**src/rtl/pf_pkg.sv**
```systemverilog
package pf_pkg;

  typedef enum logic [1:0] {
    HINT_NTA = 2'b00,
    HINT_ALL = 2'b01,
    HINT_MID = 2'b10,
    HINT_OUT = 2'b11
  } hint_e;

  typedef enum logic [1:0] {
    MT_WBACK = 2'b00,
    MT_WTHRU = 2'b01,
    MT_WCOMB = 2'b10,
    MT_UNCAC = 2'b11
  } mtype_e;

  typedef struct packed {
    hint_e  hint;
    mtype_e mtype;
    logic   legal;
    logic   l1_hit;
    logic   l2_hit;
  } pf_attr_t;

  // Level targeting of a hint
  function automatic logic hint_wants_l1(hint_e h);
    return (h == HINT_NTA) || (h == HINT_ALL);
  endfunction

  function automatic logic hint_wants_l2(hint_e h);
    return (h == HINT_ALL) || (h == HINT_MID) || (h == HINT_OUT);
  endfunction

  function automatic logic mtype_cacheable(mtype_e m);
    return (m == MT_WBACK) || (m == MT_WTHRU);
  endfunction

endpackage

```
**src/rtl/pf_intake.sv**
```systemverilog
module pf_intake
  import pf_pkg::*;
#(
  parameter int ADDR_W = 32
) (
  input  logic              clk,
  input  logic              rst_n,
  input  logic              take_i,
  input  logic [ADDR_W-1:0] addr_i,
  input  pf_attr_t          attr_i,
  input  logic              release_i,
  output logic              held_o,
  output logic [ADDR_W-1:0] addr_o,
  output pf_attr_t          attr_o
);

  always_ff @(posedge clk or negedge rst_n) begin
    if (!rst_n) begin
      held_o <= 1'b0;
      addr_o <= '0;
      attr_o <= '0;
    end else if (take_i) begin
      held_o <= 1'b1;
      addr_o <= addr_i;
      attr_o <= attr_i;
    end else if (release_i) begin
      held_o <= 1'b0;
    end
  end

endmodule

```
**src/rtl/pf_decide.sv**
```systemverilog
module pf_decide
  import pf_pkg::*;
#(
  parameter int ADDR_W = 32,
  parameter int OFF_W  = 5
) (
  input  logic [ADDR_W-1:0] addr_i,
  input  pf_attr_t          attr_i,
  output logic              want_fill_o,
  output logic              tgt_l1_o,
  output logic              tgt_l2_o,
  output logic [ADDR_W-1:0] line_addr_o
);

  localparam logic [ADDR_W-1:0] OFF_MASK = ADDR_W'((64'd1 << OFF_W) - 64'd1);

  logic allowed;

  always_comb begin
    allowed  = attr_i.legal && mtype_cacheable(attr_i.mtype);
    // A hit in L1 covers every target. A hit in L2 covers only the L2 target.
    tgt_l1_o = hint_wants_l1(attr_i.hint) && !attr_i.l1_hit;
    tgt_l2_o = hint_wants_l2(attr_i.hint) && !attr_i.l1_hit && !attr_i.l2_hit;
    want_fill_o = allowed && (tgt_l1_o || tgt_l2_o);
    line_addr_o = addr_i & ~OFF_MASK;
  end

endmodule

```
**src/rtl/pf_issue.sv**
```systemverilog
module pf_issue (
  input  logic held_i,
  input  logic want_fill_i,
  input  logic fill_ready_i,
  output logic fill_valid_o,
  output logic drop_o,
  output logic release_o
);

  always_comb begin
    fill_valid_o = held_i && want_fill_i;
    drop_o       = held_i && !want_fill_i;
    release_o    = drop_o || (fill_valid_o && fill_ready_i);
  end

endmodule

```
**src/rtl/pf_dispatch.sv**
```systemverilog
module pf_dispatch
  import pf_pkg::*;
#(
  parameter int ADDR_W     = 32,
  parameter int LINE_BYTES = 32
) (
  input  logic              clk,
  input  logic              rst_n,
  input  logic              req_valid,
  output logic              req_ready,
  input  logic [ADDR_W-1:0] req_addr,
  input  logic [1:0]        req_hint,
  input  logic [1:0]        req_memtype,
  input  logic              req_legal,
  input  logic              req_l1_hit,
  input  logic              req_l2_hit,
  output logic              fill_valid,
  input  logic              fill_ready,
  output logic [ADDR_W-1:0] fill_addr,
  output logic              fill_to_l1,
  output logic              fill_to_l2,
  output logic              drop_pulse
);

  localparam int OFF_W = $clog2(LINE_BYTES);

  pf_attr_t          in_attr;
  pf_attr_t          cur_attr;
  logic [ADDR_W-1:0] cur_addr;
  logic              pend;
  logic              take;
  logic              release_slot;
  logic              want_fill;
  logic [1:0]        cur_hint;

  always_comb begin
    in_attr.hint   = hint_e'(req_hint);
    in_attr.mtype  = mtype_e'(req_memtype);
    in_attr.legal  = req_legal;
    in_attr.l1_hit = req_l1_hit;
    in_attr.l2_hit = req_l2_hit;
    req_ready      = !pend;
    take           = req_valid && req_ready;
    cur_hint       = cur_attr.hint;
  end

  pf_intake #(.ADDR_W(ADDR_W)) u_intake (
    .clk       (clk),
    .rst_n     (rst_n),
    .take_i    (take),
    .addr_i    (req_addr),
    .attr_i    (in_attr),
    .release_i (release_slot),
    .held_o    (pend),
    .addr_o    (cur_addr),
    .attr_o    (cur_attr)
  );

  pf_decide #(.ADDR_W(ADDR_W), .OFF_W(OFF_W)) u_decide (
    .addr_i      (cur_addr),
    .attr_i      (cur_attr),
    .want_fill_o (want_fill),
    .tgt_l1_o    (fill_to_l1),
    .tgt_l2_o    (fill_to_l2),
    .line_addr_o (fill_addr)
  );

  pf_issue u_issue (
    .held_i       (pend),
    .want_fill_i  (want_fill),
    .fill_ready_i (fill_ready),
    .fill_valid_o (fill_valid),
    .drop_o       (drop_pulse),
    .release_o    (release_slot)
  );

endmodule

```
**config.mk**
```make
export PLATFORM = sky130hd
export DESIGN_NAME = pf_dispatch
export DESIGN_NICKNAME = d
export VERILOG_FILES = /design/src/rtl/pf_pkg.sv /design/src/rtl/pf_intake.sv /design/src/rtl/pf_decide.sv /design/src/rtl/pf_issue.sv /design/src/rtl/pf_dispatch.sv
export SDC_FILE = /design/constraint.sdc
export NUM_CORES = 1
export LEC_CHECK = 0
export CORE_ASPECT_RATIO = 0.75
export CORE_UTILIZATION = 35
export DETAILED_ROUTE_END_ITERATION = 8
export PLACE_DENSITY = 0.86
export SLEW_MARGIN = 10
export SYNTH_ARGS = -nofsm -noshare
export SYNTH_HDL_FRONTEND = slang
export SYNTH_SLANG_ARGS = --single-unit
```
**constraint.sdc**
```tcl
create_clock -name clk -period 1.2 [get_ports clk]
set_clock_uncertainty 0.05 [all_clocks]
set_input_delay 0.12 -clock clk [delete_from_list [all_inputs] [get_ports clk]]
set_output_delay 0.12 -clock clk [all_outputs]
set_load 0.02 [all_outputs]
```
==> results of run 1 <==
==> cell families after synthesis <==
| group | after synthesis | synth area share [%] |
|---|---|---|
| flops | 34 | 56.6 |
| mux | 33 | 32.0 |
| buf+inv | 11 | 7.74 |
| simple gates | 7 | 2.42 |
| compound gates | 2 | 0.999 |
| other cells | 1 | 0.250 |
==> cell usage after synthesis <==
| cell | count | share of area [%] |
|---|---|---|
| dfrtp_1 | 34 | 57 |
| and3_1 | 1 | 0.42 |
| nor3_1 | 1 | 0.33 |
| buf_12 | 3 | 4.0 |
| nor2_1 | 2 | 0.50 |
| buf_4 | 5 | 2.5 |
| nor2b_1 | 1 | 0.42 |
| a21oi_1 | 1 | 0.33 |
| inv_1 | 2 | 0.50 |
| mux2_2 | 4 | 3.0 |
| nor3b_1 | 1 | 0.50 |
| buf_6 | 1 | 0.75 |
| a41o_1 | 1 | 0.67 |
| mux2_4 | 29 | 29 |
| conb_1 | 1 | 0.25 |
| nand2_1 | 1 | 0.25 |
==> worst max-delay path: cells and delay by family (launching register included) <==
kind / cells / cell delay (ns)
flip-flops: 1 / 0.39
buffers and inverters: 1 / 0.12
AND/OR/NAND/NOR: 2 / 0.45
==> final cells by class <==
class                   instances  share of cell area [%]
flip-flops and latches         34                    33.5
well taps                      55                    2.71
clock inverters                 3                    2.71
clock buffers                   5                    2.71
multi-input cells              47                    23.3
inverters                       2                   0.395
repair buffers                 82                    34.6
==> metal layers <==
| metal | global-route usage (%) | vias up |
|---|---|---|
| met2 | 30.0 | 33 |
| met1 | 20.5 | 512 |
| li1 | - | 461 |
| met4 | 7.28 | 0 |
| met3 | 4.65 | 2 |
| met5 | 0 | - |
==> final timing paths <==
check | start | endpoint | slack (ns) | cells after the start
worst max-delay path | u_intake.attr_o[1]$_DFFE_PN0P_ | fill_valid | -0.21 | 3
worst min-delay path | rst_n | u_intake.addr_o[7]$_DFFE_PN0P_ | 0.14 | 2
worst max register to register | u_intake.held_o$_DFFE_PN0P_ | u_intake.addr_o[7]$_DFFE_PN0P_ | -0.19 | 4
worst min register to register | u_intake.attr_o[2]$_DFFE_PN0P_ | u_intake.attr_o[2]$_DFFE_PN0P_ | 0.46 | 1
max in group asynchronous | rst_n | u_intake.addr_o[19]$_DFFE_PN0P_ | 0.77 | 2
min in group clk | req_addr[21] | u_intake.addr_o[21]$_DFFE_PN0P_ | 0.40 | 2
==> power by group <==
| part | total (uW) | leakage (uW) | switching, uW | internal (uW) |
|---|---|---|---|---|
| logic | 1250 | 0.000723 | 531 | 722 |
| registers | 1470 | 0.000398 | 127 | 1340 |
| clock network | 1260 | 0.0000683 | 429 | 832 |
==> through the flow <==
stage               cell area [sq um]  hold WS (ns)
floorplan                        1520        -0.226
global placement                 2240         0.434
detailed placement               2240         0.447
CTS                              2500         0.143
global route                     2540         0.137
finish                           2540         0.142
==> flip-flops by register name (all words and copies together), names as in the netlist <==
register         cells
u_intake.addr_o     27
u_intake.attr_o      6
u_intake.held_o      1
==> timing repair <==
item | CTS | global route
gates cloned | 3 | 0
endpoints found under the setup margin | 65 | 53
gates resized for setup | 67 | 24
pin swaps | 3 | 2
buffers inserted | 5 | 2
endpoints found under the hold margin | 0 | 0
==> flow_summary.json, run 1 <==
{
  "min_path_type": "input pin to asynchronous set/reset pin",
  "grt_max_degree": 35,
  "crit_type": "register to primary output",
  "finalNonFillerCells": 228,
  "ys.warnings.count": 0,
  "wl_per_cell_microns": 16.3,
  "drt_iter0_drc": 41,
  "grtUsageTotal_pct": 17.2,
  "cts_buffer_depth": 2,
  "worstPathMaxFanout": 3,
  "hold_viol_final": 0,
  "cap_violations": 0,
  "die_x_microns": 77.7,
  "initial_core_util_pct": 36.8,
  "dp_worst_setup_slack_ns": -0.423,
  "endpoint_kind": "primary output",
  "final_common_cell": "clkdlybuf4s50_1",
  "m1WireLength_microns": 1560,
  "grt_pass1_wl_microns": 5620,
  "start_kind": "register",
  "setup_viol": 37,
  "ant_nets": 0,
  "drtPass1Iterations": 3,
  "wl_met3_microns": 152,
  "period_needed_ns": 1.41,
  "worstPathCellList": "nor3b_2, and3_1, buf_6",
  "cts_tree": "built",
  "clock-root-buffer": "clkbuf_8",
  "wirelength_microns": 3710,
  "hold_buffers": 0,
  "core-area_sq_um": 4080,
  "ios": 80,
  "clk_latency_ns": 0.28,
  "dpl.cell_count": 211,
  "die_y_microns": 58.7,
  "syn_area_sq_um": 1500,
  "antenna_found_initial": 0,
  "yosys_register_bits": 34,
  "top_layer_used": "met4",
  "clkTransAtPathRegs_ns": 0.08,
  "finalMaxSlewViolations": 0,
  "num_vias": 1008,
  "htreeDepth": 2,
  "area_growth_pct": 68.8,
  "cpMaxStageDelayCell": "dfrtp_1",
  "diodes": 0,
  "finalSetupTns_ns": -5.12,
  "rows": 20,
  "most-common-layout-cells": "36 x clkdlybuf4s50_1, 34 x dfrtp_1, 33 x mux2_4, 16 x clkdlybuf4s15_1, 11 x dlygate4sd2_1",
  "outcome": "complete, but fails checks",
  "num-nets-final": 215,
  "p_leak_uw": 0.00119,
  "dieArea_sq_um": 4560,
  "via_per_inst": 4.42,
  "synth.avg_cell_area_sq_um": 17.1,
  "crit_arrival_ns": 1.24,
  "globalplace.congestion": 0.765,
  "dp_hpwl_microns": 2440,
  "overflow": 0,
  "drive_gt1_share_pct": 37.6,
  "clock-sinks": 34,
  "p_total_uw": 3980,
  "fin_util_pct": 62.2,
  "port_buffers": 68,
  "drc": 0,
  "violations": "negative setup slack",
  "multi_input_area_sq_um": 591,
  "peakVddDrop_v": 0.000955,
  "critPathRequiredTime_ns": 1.03,
  "post-route-period-util_pct": 117,
  "max_stage_delay_ns": 0.39,
  "fmax_mhz": 710,
  "first_global_vias": 1123,
  "power.density_nw_per_um2": 1570,
  "register_area_sq_um": 851,
  "rsz0062_at_grt": "yes",
  "synthCells": 88,
  "n_fill_cell": 306,
  "setup_ws_ns": -0.209,
  "seq_area_frac_synth_pct": 56.6,
  "cts_made_buffers": 5,
  "synth_cell_types": 16,
  "wl_met2_microns": 1970
}
No activity file was read; power rests on OpenSTA's default activity.
==> inputs of run 2 (changes only) <==
- GPL_TIMING_DRIVEN: unset -> 0
==> flow_summary.json, run 2 (synthesis gave the netlist of run 1 again) <==
{
  "outcome": "complete, but fails checks",
  "violations": "negative setup slack",
  "initial_core_util_pct": 36.8,
  "first_global_vias": 1113,
  "rows": 20,
  "maxSlewHeadroom_pct": 49.1,
  "cts_tree": "built",
  "min_path_type": "input pin to asynchronous set/reset pin",
  "antenna_found_initial": 0,
  "critPathBufInv": 1,
  "rsz0062_at_grt": "yes",
  "finalNonFillerCells": 236,
  "cts_made_buffers": 5,
  "tightest_slew_ns": 0.763,
  "dp_hpwl_microns": 2330,
  "endpoint_kind": "primary output",
  "placed_area_sq_um": 2260,
  "wirelength_microns": 3450,
  "ios": 80,
  "cpMaxStageDelayCell": "dfrtp_1",
  "num_vias": 1027,
  "crit_type": "register to primary output",
  "overflow": 0,
  "n_fill_cell": 320,
  "drc": 0,
  "largestRegisters": "u_intake.addr_o x27, u_intake.attr_o x6, u_intake.held_o x1",
  "regMostFlops": "u_intake.addr_o",
  "worstPathCellList": "nor3b_2, and3_1, buf_6",
  "hold_viol_final": 0,
  "largest_register_ffs": 27,
  "htreeDepth": 2,
  "power.density_nw_per_um2": 1400,
  "dpl.cell_count": 215,
  "post-route-period-util_pct": 120,
  "clock-root-buffer": "clkbuf_8",
  "drt_iter0_drc": 22,
  "num-nets-final": 223,
  "grtUsageTotal_pct": 15.7,
  "drive_gt1_share_pct": 40.3,
  "finalMaxSlewViolations": 0,
  "peakVddDrop_v": 0.000764,
  "worstPathMaxFanout": 3,
  "most-common-layout-cells": "35 x clkdlybuf4s50_1, 34 x dfrtp_1, 33 x mux2_4, 25 x dlygate4sd2_1, 10 x buf_6",
  "critPathRequiredTime_ns": 1.03,
  "final_common_cell": "clkdlybuf4s50_1",
  "port_buffers": 68,
  "top_layer_used": "met4",
  "grt_max_degree": 35,
  "clk_latency_ns": 0.27,
  "crit_family": "simple AND/OR/NAND/NOR gates",
  "fin_util_pct": 62.3,
  "wl_per_cell_microns": 14.6,
  "start_kind": "register",
  "crit_arrival_ns": 1.27,
  "setup_ws_ns": -0.239,
  "area_growth_pct": 69.2,
  "p_leak_uw": 0.00122,
  "clkTransAtPathRegs_ns": 0.07,
  "ant_nets": 0,
  "drtPass1Iterations": 3,
  "clock-sinks": 34,
  "fmax_mhz": 695,
  "dieArea_sq_um": 4560,
  "period_needed_ns": 1.44,
  "cap_violations": 0,
  "dp_worst_setup_slack_ns": -0.544,
  "setup_viol": 37,
  "die_x_microns": 77.7,
  "diodes": 0,
  "max_stage_delay_ns": 0.42,
  "m1WireLength_microns": 1480,
  "via_per_inst": 4.35,
  "wl_met3_microns": 166,
  "core-area_sq_um": 4080,
  "die_y_microns": 58.7,
  "finish.instance_area_sq_um": 2540,
  "wl_met2_microns": 1780,
  "grt_pass1_wl_microns": 5290,
  "p_total_uw": 3550,
  "cts_buffer_depth": 2,
  "globalplace.congestion": 0.770
}
-- run 2: cell types whose count changed in the layout (fill, tap and decap cells not counted), sizes merged --
cell           delta
buf               +7
bufinv            -2
clkbuf            +2
clkdlybuf4s15    -14
clkdlybuf4s50     -1
clkinvlp          +1
dlygate4sd2      +14
dlygate4sd3       +1
-- run 2: path summary, 6_finish.rpt --
kind	startpoint	to	slack, ns	cells after the start
setup / recovery	u_intake.attr_o[1]$_DFFE_PN0P_	fill_valid	-0.24	3
hold / removal	rst_n	u_intake.addr_o[10]$_DFFE_PN0P_	0.41	2
setup reg to reg	u_intake.held_o$_DFFE_PN0P_	u_intake.addr_o[10]$_DFFE_PN0P_	-0.21	5
hold reg to reg	u_intake.addr_o[9]$_DFFE_PN0P_	u_intake.addr_o[9]$_DFFE_PN0P_	0.46	1
max in group asynchronous	rst_n	u_intake.attr_o[2]$_DFFE_PN0P_	0.21	2
min in group clk	req_addr[8]	u_intake.addr_o[8]$_DFFE_PN0P_	0.41	2
-- run 2: layout make-up --
type,instances,area [sq um],share of cell area (%)
buffer,9,109,4.28
clock buffer,6,82.6,3.25
clock inverter,2,12.5,0.492
inverter,2,10.0,0.394
multi-input combinational,47,588,23.1
sequential,34,851,33.5
tap,55,68.8,2.71
timing repair buffer,81,821,32.3
-- run 2: per-layer routing --
| layer | global-route usage (%) | vias to the layer above |
|---|---|---|
| li1 | - | 475 |
| met1 | 18.5 | 512 |
| met2 | 27.9 | 38 |
| met3 | 4.19 | 2 |
| met4 | 5.66 | 0 |
| met5 | 0 | - |
-- run 2: through the flow --
stage	hold slack [ns]	TNS, ns
after floorplan	-0.226	-2.11
after global placement	0.439	-32.25
after detailed placement	0.172	-11.64
after CTS	0.392	-5.58
after global routing	0.398	-7.77
final	0.406	-5.59
-- run 2: power breakdown --
group          total [uW]  switching (uW)  internal [uW]
combinational        1240             525            719
sequential           1460             122           1340
clock                 847             387            460
-- run 2: what timing repair did --
item / in CTS / in global routing
hold buffers: 1 / 0
endpoints found under the hold margin: 34 / 0
gates cloned: 2 / 1
buffers inserted: 7 / 5
resized for setup: 68 / 12
setup endpoints to repair: 65 / 39
pin swaps: 4 / 2
-- run 2: worst reg2reg max path: stages (launching register included) --
cell and delay [ns]:
dfrtp_1 0.40, nor2b_2 0.13, buf_6 0.14, buf_12 0.14, clkbuf_16 0.15, mux2_4 0.29
==> inputs of run 3 (changes only) <==
- PLACE_DENSITY: 0.86 -> 0.76
==> flow_summary.json, run 3 (synthesis gave the netlist of run 1 again) <==
{
  "outcome": "complete, but fails checks",
  "violations": "negative setup slack",
  "largestRegisters": "u_intake.addr_o x27, u_intake.attr_o x6, u_intake.held_o x1",
  "seqPwrFrac_pct": 41.7,
  "cts_tree": "built",
  "cap_violations": 0,
  "diodes": 0,
  "final_common_cell": "clkdlybuf4s50_1",
  "via_per_inst": 4.37,
  "antenna_found_initial": 0,
  "peakVddDrop_v": 0.000663,
  "grtUsageTotal_pct": 16.4,
  "register_area_sq_um": 852,
  "min_path_type": "input pin to asynchronous set/reset pin",
  "fin_util_pct": 62.1,
  "combPwrFrac_pct": 35.9,
  "drt_iter0_drc": 22,
  "grt_max_degree": 35,
  "worstPathMaxFanout": 3,
  "setup_viol": 36,
  "dpl.cell_count": 215,
  "dieArea_sq_um": 4560,
  "cts_made_buffers": 5,
  "multi_input_area_sq_um": 599,
  "setup_ws_ns": -0.244,
  "globalplace.congestion": 0.708,
  "r2r_cells": 4,
  "num-nets-final": 224,
  "period_needed_ns": 1.44,
  "port_buffers": 68,
  "hold_viol_final": 0,
  "drive_gt1_share_pct": 41.4,
  "p_sw_share_pct": 30.0,
  "power.density_nw_per_um2": 1380,
  "post-route-period-util_pct": 120,
  "clock-sinks": 34,
  "critPathRequiredTime_ns": 1.03,
  "r2r_start": "u_intake.held_o$_DFFE_PN0P_",
  "regToRegSetupSlack_ns": -0.19,
  "largest_register_ffs": 27,
  "clkTransAtPathRegs_ns": 0.07,
  "start_kind": "register",
  "wl_per_cell_microns": 15.3,
  "ant_nets": 0,
  "clock-root-buffer": "clkbuf_8",
  "area_growth_pct": 68.4,
  "regMostFlops": "u_intake.addr_o",
  "r2r-end": "u_intake.addr_o[24]$_DFFE_PN0P_",
  "num_vias": 1032,
  "fmax_mhz": 693,
  "crit_type": "register to primary output",
  "dp_hpwl_microns": 2390,
  "drc": 0,
  "endpoint_kind": "primary output",
  "overflow": 0,
  "most-common-layout-cells": "35 x clkdlybuf4s50_1, 33 x mux2_4, 33 x dfrtp_1, 26 x dlygate4sd2_1, 12 x buf_4",
  "htreeDepth": 2,
  "crit_arrival_ns": 1.27,
  "initial_core_util_pct": 36.8,
  "whs_ns": 0.305,
  "clockPowerShare_pct": 22.4,
  "finalNonFillerCells": 236,
  "die_x_microns": 77.7,
  "ios": 80,
  "internal-power_uw": 2450,
  "grt_pass1_wl_microns": 5490,
  "power.switching_uw": 1050,
  "p_leak_uw": 0.00122,
  "cts_buffer_depth": 2,
  "die_y_microns": 58.7,
  "drtPass1Iterations": 2,
  "rsz0062_at_grt": "yes",
  "first_global_vias": 1070,
  "core-area_sq_um": 4080,
  "clk_latency_ns": 0.28,
  "wirelength_microns": 3600,
  "finalMaxSlewViolations": 0,
  "rows": 20,
  "n_fill_cell": 317
}
[run 3: repair_timing]
| item | in CTS | in global routing |
|---|---|---|
| gates cloned | 0 | 3 |
| gates resized for setup | 61 | 20 |
| endpoints found under the hold margin | 34 | 0 |
| endpoints found under the setup margin | 65 | 39 |
| setup buffers | 7 | 3 |
| hold buffers | 1 | 0 |
| pin swaps | 2 | 3 |
[run 3: critical path, cell delays in order, from the launching register on]
cell	delay, ns
dfrtp_1	0.40
nor3b_2	0.28
and3_1	0.21
buf_6	0.12
[run 3: how the worst max path moves through the flow]
| stage | endpoint | slack, ns | depth (start not counted) | startpoint |
|---|---|---|---|---|
| after global routing | fill_valid | -0.29 | 3 | u_intake.attr_o[1]$_DFFE_PN0P_ |
| after global placement | u_intake.attr_o[1]$_DFFE_PN0P_ | -0.69 | 1 | rst_n |
| final | fill_valid | -0.24 | 3 | u_intake.attr_o[1]$_DFFE_PN0P_ |
| after floorplan | u_intake.addr_o[10]$_DFFE_PN0P_ | -0.07 | 4 | u_intake.held_o$_DFFE_PN0P_ |
| after CTS | fill_valid | -0.19 | 3 | u_intake.attr_o[4]$_DFFE_PN0P_ |
| after detailed placement | fill_valid | -0.48 | 3 | u_intake.attr_o[1]$_DFFE_PN0P_ |
[run 3: final cells by class]
class | instances | share of cell area (%)
sequential | 34 | 33.7
clock buffer | 5 | 2.72
multi-input combinational | 47 | 23.7
clock inverter | 2 | 0.395
inverter | 2 | 0.395
timing repair buffer | 82 | 32.0
buffer | 9 | 4.45
tap | 55 | 2.72
[run 3: power by group through the flow]
| stage | combinational, uW | clock [uW] | sequential (uW) |
|---|---|---|---|
| 2_1_floorplan | 455 | 0 | 1660 |
| 3_3_place_gp | 1190 | 0 | 1470 |
| 3_5_place_dp | 1200 | 0 | 1480 |
| 4_1_cts | 1150 | 807 | 1450 |
| 5_1_grt | 1330 | 870 | 1490 |
| 6_report | 1260 | 786 | 1460 |
[run 3: metrics by stage]
| stage | area [sq um] | power [uW] | setup TNS [ns] | worst slack, ns |
|---|---|---|---|---|
| final | 2530 | 3510 | -5.76 | -0.244 |
| after global routing | 2530 | 3680 | -7.10 | -0.293 |
| after CTS | 2390 | 3410 | -4.99 | -0.193 |
| after detailed placement | 2260 | 2680 | -11.97 | -0.476 |
| after global placement | 2270 | 2650 | -35.30 | -0.687 |
| after floorplan | 1520 | 2110 | -2.11 | -0.0736 |
[run 3: per-layer routing]
metal  wire length (microns)  vias up  track usage [%]
li1                        -      476                -
met1                    1600      508             20.8
met2                    1740       43             26.8
met3                     226        5             5.43
met4                      33        0             5.66
met5                       0        -                0
